===== config.mk =====
export PLATFORM = sky130hd
export DESIGN_NAME = carrier_gate_mod
export DESIGN_NICKNAME = d
export VERILOG_FILES = /design/src/rtl/cmg_pkg.sv /design/src/rtl/cmg_prescaler.sv /design/src/rtl/cmg_sequencer.sv /design/src/rtl/cmg_eoc_flag.sv /design/src/rtl/carrier_gate_mod.sv
export SDC_FILE = /design/constraint.sdc
export NUM_CORES = 1
export LEC_CHECK = 0
export BUFFER_PORTS_ARGS = -buffer_cell sky130_fd_sc_hd__buf_2
export CAP_MARGIN = 10
export CORE_MARGIN = 2
export CORE_UTILIZATION = 45
export CTS_CLUSTER_SIZE = 10
export DETAILED_ROUTE_END_ITERATION = 16
export MAX_ROUTING_LAYER = met4
export PLACE_DENSITY_LB_ADDON = 0.12
export SYNTH_ARGS = -nofsm -noshare
export SYNTH_HDL_FRONTEND = slang
export SYNTH_SLANG_ARGS = --single-unit

===== constraint.sdc =====
create_clock -name clk -period 2.5 [get_ports clk]
set_input_delay 0.375 -clock clk [delete_from_list [all_inputs] [get_ports clk]]
set_output_delay 0.375 -clock clk [all_outputs]
set_load 0.02 [all_outputs]

===== src/rtl/cmg_pkg.sv =====
package cmg_pkg;

    localparam int VAL_W    = 16;
    localparam int TICK_DIV = 8;

    typedef enum logic [1:0] {
        PH_IDLE  = 2'd0,
        PH_MARK  = 2'd1,
        PH_SPACE = 2'd2
    } phase_e;

    typedef struct packed {
        logic en;
        logic base;
        logic fsk;
    } mode_t;

    function automatic logic time_mode_on(mode_t m);
        return m.en & ~m.base & ~m.fsk;
    endfunction

endpackage


===== src/rtl/cmg_prescaler.sv =====
module cmg_prescaler #(
    parameter int DIV = cmg_pkg::TICK_DIV
) (
    input  logic clk,
    input  logic rst,
    input  logic run_i,
    output logic tick_o
);
    localparam int PW = (DIV > 1) ? $clog2(DIV) : 1;
    localparam logic [PW-1:0] LAST = PW'(DIV - 1);

    logic [PW-1:0] div_q;

    always_ff @(posedge clk) begin
        if (rst || !run_i) begin
            div_q <= '0;
        end else if (div_q == LAST) begin
            div_q <= '0;
        end else begin
            div_q <= div_q + 1'b1;
        end
    end

    assign tick_o = run_i & (div_q == LAST);

    assert_tick_wrap_R2: assert property (@(posedge clk) disable iff (rst)
        tick_o |=> (div_q == '0));
    assert_hold_when_off_R2: assert property (@(posedge clk) disable iff (rst)
        !run_i |=> (div_q == '0));

endmodule


===== src/rtl/cmg_sequencer.sv =====
module cmg_sequencer
    import cmg_pkg::*;
#(
    parameter int VAL_W = cmg_pkg::VAL_W
) (
    input  logic             clk,
    input  logic             rst,
    input  logic             active_i,
    input  logic             tick_i,
    input  logic [VAL_W-1:0] mark_i,
    input  logic [VAL_W-1:0] space_i,
    output phase_e           phase_o,
    output logic             eoc_o
);
    localparam int CNT_W = VAL_W + 1;
    localparam logic [CNT_W-1:0] ONE = CNT_W'(1);

    typedef struct packed {
        phase_e            phase;
        logic [CNT_W-1:0]  cnt;
        logic [VAL_W-1:0]  space_sh;
    } seq_t;

    seq_t cur, nxt;
    logic last_tick;
    logic cyc_end;
    logic [CNT_W-1:0] mark_load;

    assign mark_load = {1'b0, mark_i} + ONE;
    assign last_tick = tick_i & (cur.cnt == ONE);
    assign cyc_end   = active_i & last_tick &
                       ((cur.phase == PH_SPACE) ||
                        ((cur.phase == PH_MARK) && (cur.space_sh == '0)));

    always_comb begin
        nxt = cur;
        if (!active_i) begin
            nxt.phase = PH_IDLE;
            nxt.cnt   = '0;
        end else begin
            unique case (cur.phase)
                PH_IDLE: begin
                    nxt.phase    = PH_MARK;
                    nxt.cnt      = mark_load;
                    nxt.space_sh = space_i;
                end
                PH_MARK: begin
                    if (cyc_end) begin
                        nxt.cnt      = mark_load;
                        nxt.space_sh = space_i;
                    end else if (last_tick) begin
                        nxt.phase = PH_SPACE;
                        nxt.cnt   = {1'b0, cur.space_sh};
                    end else if (tick_i) begin
                        nxt.cnt = cur.cnt - ONE;
                    end
                end
                PH_SPACE: begin
                    if (cyc_end) begin
                        nxt.phase    = PH_MARK;
                        nxt.cnt      = mark_load;
                        nxt.space_sh = space_i;
                    end else if (tick_i) begin
                        nxt.cnt = cur.cnt - ONE;
                    end
                end
                default: begin
                    nxt.phase = PH_IDLE;
                    nxt.cnt   = '0;
                end
            endcase
        end
    end

    always_ff @(posedge clk) begin
        if (rst) begin
            cur.phase    <= PH_IDLE;
            cur.cnt      <= '0;
            cur.space_sh <= '0;
        end else begin
            cur <= nxt;
        end
    end

    assign phase_o = cur.phase;
    assign eoc_o   = cyc_end;

    assert_cnt_live_R3: assert property (@(posedge clk) disable iff (rst)
        (cur.phase != PH_IDLE) |-> (cur.cnt != '0));
    assert_idle_when_off_R10: assert property (@(posedge clk) disable iff (rst)
        !active_i |=> (cur.phase == PH_IDLE));
    assert_restart_mark_R9: assert property (@(posedge clk) disable iff (rst)
        eoc_o |=> (cur.phase != PH_SPACE));
    assert_space_nonzero_R4: assert property (@(posedge clk) disable iff (rst)
        (cur.phase == PH_SPACE) |-> (cur.space_sh != '0));

endmodule


===== src/rtl/cmg_eoc_flag.sv =====
module cmg_eoc_flag (
    input  logic clk,
    input  logic rst,
    input  logic set_i,
    input  logic clr_i,
    input  logic irq_en_i,
    output logic flag_o,
    output logic irq_o
);
    logic flag_q;

    always_ff @(posedge clk) begin
        if (rst) begin
            flag_q <= 1'b0;
        end else if (set_i) begin
            flag_q <= 1'b1;
        end else if (clr_i) begin
            flag_q <= 1'b0;
        end
    end

    assign flag_o = flag_q;
    assign irq_o  = flag_q & irq_en_i;

    assert_set_wins_R7: assert property (@(posedge clk) disable iff (rst)
        set_i |=> flag_o);
    assert_clear_R7: assert property (@(posedge clk) disable iff (rst)
        (clr_i && !set_i) |=> !flag_o);
    assert_sticky_R6: assert property (@(posedge clk) disable iff (rst)
        (flag_o && !clr_i) |=> flag_o);

endmodule


===== src/rtl/carrier_gate_mod.sv =====
module carrier_gate_mod
    import cmg_pkg::*;
#(
    parameter int VAL_W = cmg_pkg::VAL_W,
    parameter int DIV   = cmg_pkg::TICK_DIV
) (
    input  logic             clk,
    input  logic             rst,
    input  logic             mod_en,
    input  logic             baseband_sel,
    input  logic             fsk_sel,
    input  logic             irq_en,
    input  logic [VAL_W-1:0] mark_val,
    input  logic [VAL_W-1:0] space_val,
    input  logic             carrier_in,
    input  logic             eoc_clr,
    output logic             mod_out,
    output logic             eoc_flag,
    output logic             irq
);
    mode_t  mode;
    logic   active;
    logic   running;
    logic   tick;
    logic   eoc;
    phase_e phase;

    assign mode    = '{en: mod_en, base: baseband_sel, fsk: fsk_sel};
    assign active  = time_mode_on(mode);
    assign running = active & (phase != PH_IDLE);

    cmg_prescaler #(.DIV(DIV)) u_presc (
        .clk    (clk),
        .rst    (rst),
        .run_i  (running),
        .tick_o (tick)
    );

    cmg_sequencer #(.VAL_W(VAL_W)) u_seq (
        .clk      (clk),
        .rst      (rst),
        .active_i (active),
        .tick_i   (tick),
        .mark_i   (mark_val),
        .space_i  (space_val),
        .phase_o  (phase),
        .eoc_o    (eoc)
    );

    cmg_eoc_flag u_flag (
        .clk      (clk),
        .rst      (rst),
        .set_i    (eoc),
        .clr_i    (eoc_clr),
        .irq_en_i (irq_en),
        .flag_o   (eoc_flag),
        .irq_o    (irq)
    );

    assign mod_out = active & (phase == PH_MARK) & carrier_in;

    assert_no_event_off_R1: assert property (@(posedge clk) disable iff (rst)
        !active |-> !eoc);
    assert_tick_only_running_R2: assert property (@(posedge clk) disable iff (rst)
        tick |-> (phase != PH_IDLE));

endmodule


# Word level (Yosys, flattened, before mapping)
# Index checks and enable logic that the tools add are counted.
[op_classes]
n_reduce_logical = 14
n_mux = 12
eq_ne = 8
addsub = 3
bitwise = 13
[op_table]
columns = ["operator", "n"]
rows = [
  ["$mux 17", 4],
  ["$pmux 19 s3", 1],
  ["$pmux 16 s2", 1],
  ["$add 16x1->17 const B", 1],
  ["$eq 17x1->1 const B", 1],
  ["$sub 17x1->17 const B", 1],
  ["$logic_not 16->1", 1],
  ["$mux 16", 1],
  ["$and 1x1->1", 10],
  ["$mux 2", 3],
  ["$reduce_and 3->1", 2],
  ["$reduce_bool 2->1", 3],
  ["$reduce_or 2->1", 3],
  ["$ne 2x1->1 const B", 2],
  ["$ne 2x2->1 const B", 2],
  ["$add 3x1->3 const B", 1],
  ["$eq 3x3->1 const B", 1],
  ["$not 1->1", 3],
  ["$eq 2x1->1 const B", 1],
  ["$eq 2x2->1 const B", 1],
  ["$logic_not 2->1", 1],
  ["$logic_or 1x1->1", 2],
  ["$mux 1", 2],
  ["$logic_and 1x1->1", 1],
  ["$logic_not 1->1", 1],
]
[totals]
out_inout_bits = 3
inputBits = 40
wordCells = 55
reg_bits = 39

# Logic depth before layout (Yosys ltp)
[logic_depth]
depth_word = 10
ltp_mapped = 11
depth_no_buf = 8

# Modules after synthesis
# A second synthesis with hierarchy kept.
[unflattened]
hier_cells = 298
hier_area_um2 = 2645.0
[modules_own_cells]
columns = ["mod", "cells_per_inst", "area_per_inst_um2", "seq_area_each_um2", "n_inst"]
rows = [
  ["cmg_sequencer", 281, 2432.3, 700.7, 1],
  ["cmg_prescaler", 9, 131.4, 60.1, 1],
  ["cmg_eoc_flag", 5, 45.0, 20.0, 1],
  ["carrier_gate_mod", 3, 36.3, 0.0, 1],
]

# Least setup slack after synthesis
# No wires, ideal clock.
[synth_path]
path_kind = "register to register"
startpoint = "register u_seq.cur[22] (netlist bit)"
endpoint = "register u_seq.cur[25] (netlist bit)"
stages_incl_launch_ff = 8
setup_time_ns = 0.134
arrival_ns = 2.382
path_buffers = 1
synth_period_minus_slack_ns = 2.515
required_time_ns = 2.366
path_slack_ns = -0.015
cell_sequence = "dfxtp_1 > or4_4 > or3_4 > or4_1 > buf_6 > mux2_4 > a22oi_2 > o22ai_1"
[synth_via]
elab_chain_len = 6
elab_cells_between_ends = 10
cone_classes = "1 x add/sub; 1 x eq/ne; 5 x mux; 3 x bitwise"
[synth_rtl]
columns = ["item", "line", "text"]
rows = [
  ["start: declaration", "cmg_sequencer.sv:24", "seq_t cur, nxt;"],
  ["start signal: assignment", "cmg_sequencer.sv:81", "cur <= nxt;"],
  ["parallel branches: the longest is 5 deep, another holds $sub 17x1->17", "--", ""],
  ["$pmux 19 s3 *", "cmg_sequencer.sv:41", "unique case (cur.phase)"],
]
# Every way passes the cells marked *.
# A chain may end at the register's enable or synchronous reset.

# Worst setup path in the final report
[layout_path]
startpoint = "register u_seq.cur[27] (netlist bit)"
endpoint = "register u_seq.cur[25] (netlist bit)"
[layout_via]
elab_chain_len = 6
elab_cells_between_ends = 8
cone_classes = "1 x eq/ne; 4 x mux; 3 x bitwise"
[layout_rtl]
columns = ["item", "line", "text"]
rows = [
  ["$eq 17x1->1 *", "cmg_sequencer.sv:30", "assign last_tick = tick_i & (cur.cnt == ONE);"],
  ["$and 1x1->1 *", "cmg_sequencer.sv:30", ""],
  ["$and 1x1->1 (2 in a row)", "cmg_sequencer.sv:31", "assign cyc_end = active_i & last_tick &"],
  ["$mux 17, on equally long branches", "cmg_sequencer.sv:59, cmg_sequencer.sv:48", ""],
  ["$pmux 19 s3 *", "cmg_sequencer.sv:41", ""],
]
# Mark *: on every way between the ends. The rest lies on a longest branch, timed or not.

==> results.json <==
{
  "outcome": "complete, but fails checks",
  "violations": "negative setup slack",
  "boundaryPins": 43,
  "r2r_slack_ns": -0.01,
  "dp_hpwl_um": 5529,
  "post-route-worst-setup-slack_ns": -0.01249,
  "power.density_mw_per_mm2": 398.5,
  "worst-slew-pin-transition_ns": 0.5670,
  "synth_area_per_cell_um2": 8.277,
  "seqCellArea_um2": 782.0,
  "synth.top_cell.area_share_pct": 30.72,
  "synth_top_area_cell": "dfxtp_1",
  "fmax_mhz": 398.0,
  "h-tree-depth": 2,
  "ant_nets": 0,
  "syn_inst": 307,
  "yosysSeqAreaShare_pct": 30.72,
  "rsz0062_at_grt": "yes",
  "grt_pass1_vias": 2270,
  "worst-path-buf-inv": 1,
  "layout.nets": 417,
  "fillCellCount": 522,
  "clockBufferDepth": 2,
  "finalClockSkew_ns": 0.006627,
  "cts_tree": "done",
  "maxCapViolations": 0,
  "die-height_um": 79.15,
  "crit_type": "reg2reg",
  "critPathSlowestCell": "or4_4",
  "grt_max_degree": 23,
  "synth.distinct_cells": 52,
  "dp_slack_ns": -0.03107,
  "cpPeakStageDelay_ns": 0.53,
  "p_total_w": 0.001255,
  "initial_utilization_pct": 46.43,
  "io_buffer_count": 42,
  "synth_edf_count": 0,
  "vias": 2433,
  "startpoint_type": "register",
  "dieArea_mm2": 0.006264,
  "ys_async_sr_fraction_pct": 0,
  "min_period_ns": 2.512,
  "clkSinkCount": 39,
  "syn_area_mm2": 0.002541,
  "placed_cells": 432,
  "post-route-period-util_pct": 100.5,
  "final_layout_size_suffix_gt1_share_pct": 26.02,
  "holdWs_ns": 0.3064,
  "worstPathRequired_ns": 2.68,
  "core_area_mm2": 0.005473,
  "fp.dieW_um": 79.15,
  "vias_per_cell": 5.517,
  "crit_fanout": 5,
  "multi_input_area_mm2": 0.001682,
  "place_congestion": 0.9055,
  "n_antenna_cell": 0,
  "grt_pass1_wl_um": 11340,
  "setup_viol": 1,
  "root_buffer": "clkbuf_8",
  "wl_um": 7141,
  "crit_top_cell": "or4_4",
  "slew_violations": 0,
  "clk_latency_ns": 0.30,
  "hold_violations": 0,
  "path_cells": "or4_4 -> or3_4 -> or4_4 -> buf_6 -> mux2_4 -> a22oi_2 -> o22ai_1",
  "drt_first_pass_iters": 4,
  "hold_class": "in2reg",
  "fp-row-count": 27,
  "grt_remaining_overflow": 0,
  "antenna_found_initial": 0,
  "cts.clk_slew.worst_paths_ns": 0.08,
  "area_growth_pct": 23.93,
  "leakage_nw": 1.393,
  "relSlewSlack_pct": 61.80,
  "fin_util_pct": 57.54,
  "wl_per_cell_um": 16.19,
  "fin_cells": 441,
  "ys_top_cells_by_area": "dfxtp_1 (31%), mux2i_1 (6.7%), xnor2_1 (5.2%), nor2_1 (4.7%), ha_1 (4.4%)",
  "cp-end-kind": "register",
  "worst_ir_drop_vdd_uv": 283.7,
  "cp.arrival_ns": 2.69,
  "synth-seq-cells": 39,
  "drt-initial-drc-count": 143,
  "grt_usage_pct": 24.11,
  "synth_top_flop_cell": "dfxtp_1",
  "hold_buffers": 0,
  "crit_family": "simple AND/OR/NAND/NOR gates",
  "drcViolationCount": 0,
  "cts_buffers": 5,
  "ys_warn_count": 0,
  "synth.net_count": 356
}
[area by class of cell]
type / instances / area share (%)
Clock buffer: 5 / 2.185
Clock inverter: 3 / 0.6357
Inverter: 10 / 1.192
Multi-Input combinational cell: 242 / 53.40
Sequential cell: 39 / 24.83
Tap cell: 72 / 2.861
Timing Repair Buffer: 70 / 14.90
[final timing paths]
path / from / depth (start not counted) / end
worst max-delay path: u_seq.cur[27] / 7 / u_seq.cur[25]
worst min-delay path: space_val[4] / 3 / u_seq.cur[4]
worst max register to register: u_seq.cur[27] / 7 / u_seq.cur[25]
worst min register to register: u_presc.div_q[0] / 1 / u_presc.div_q[0]
[tightest hold or removal path: stages]
cell and delay (ns):
buf_2 0.07, mux2i_1 0.05, nor2_1 0.07
[synthesized netlist by cell type, types with 2 or more instances]
master	number
nor4_1	8
xor2_1	12
nor4b_1	3
or2_2	2
or4_1	3
nand4_1	3
mux2i_1	17
buf_6	2
nor3_1	12
a32o_1	3
a21o_1	2
nor2_1	32
o22ai_1	11
a31oi_1	5
a21oi_1	8
o21a_1	4
xnor2_1	15
inv_1	10
o211ai_1	3
a22oi_1	4
nor2b_1	6
or3_1	5
nand2_1	18
nand3b_1	2
dfxtp_1	39
buf_2	3
nand3_1	10
nor3b_1	2
nand2b_1	3
clkbuf_1	11
o21ai_0	10
ha_1	9
o21bai_1	2
and2_1	4
and3_1	7
[registers in the layout, summed over array words and instances, names as in the netlist]
name / cells
u_flag.flag_o: 1
u_seq.cur: 33
u_seq.phase_o: 2
u_presc.div_q: 3
[per-stage QoR]
step                cell area, um2  TNS (ns)
detailed placement            3009  -0.04737
floorplan                     2541         0
CTS                           3105         0
global placement              3009         0
finish                        3149  -0.01249
global route                  3149   -0.1059
[power by group]
part	switching (W)	leakage, nW	internal, W
Clock	0.000241	0.0402	0.000194
Combinational	0.0000858	1.04	0.0000850
Sequential	0.0000149	0.316	0.000634
[per-layer routing]
layer,part of all wire [%],track usage (%),vias up
li1,-,-,1233
met1,47,32.16,1126
met2,47,37.97,64
met3,4.6,4.318,10
met4,1.2,6.207,0
met5,0,-,-
[cells in the final DEF, fill, tap and decap left out, types with 3 or more instances in the layout]
cell / Yosys / final
a21oi_1: 8 / 8
a22oi_1: 4 / 4
a31oi_2: 0 / 3
a32o_1: 3 / 3
and2_1: 4 / 4
and3_1: 7 / 7
buf_12: 0 / 3
buf_2: 3 / 42
buf_4: 0 / 23
clkbuf_8: 0 / 5
dfxtp_1: 39 / 38
ha_1: 9 / 9
inv_1: 10 / 10
mux2i_1: 17 / 17
nand2_1: 18 / 18
nand2b_1: 3 / 3
nand3_1: 10 / 10
nand4_1: 3 / 3
nor2_1: 32 / 32
nor2b_1: 6 / 6
nor3_1: 12 / 11
nor4_1: 8 / 7
nor4b_1: 3 / 3
o211ai_1: 3 / 3
o21a_1: 4 / 4
o21ai_0: 10 / 9
o22ai_1: 11 / 11
or3_1: 5 / 5
or4_4: 1 / 3
xnor2_1: 15 / 15
xor2_1: 12 / 12
[kinds of logic after synthesis]
kind of cell             synth area share [%]
AND/OR/NAND/NOR                         27.67
AO/OA/AOI/OAI                           15.56
flip-flops                              30.72
XOR/XNOR                                9.306
buffers and inverters                   4.579
multiplexers                            7.730
adder cells (fa/ha/maj)                 4.431
[timing repair]
action	4_1_cts	5_1_grt
pin swaps	1	1
endpoints found under the setup margin	5	33
buffers inserted	0	1
gates resized for setup	2	9
Note: power is estimated with default switching activity, not from simulation.
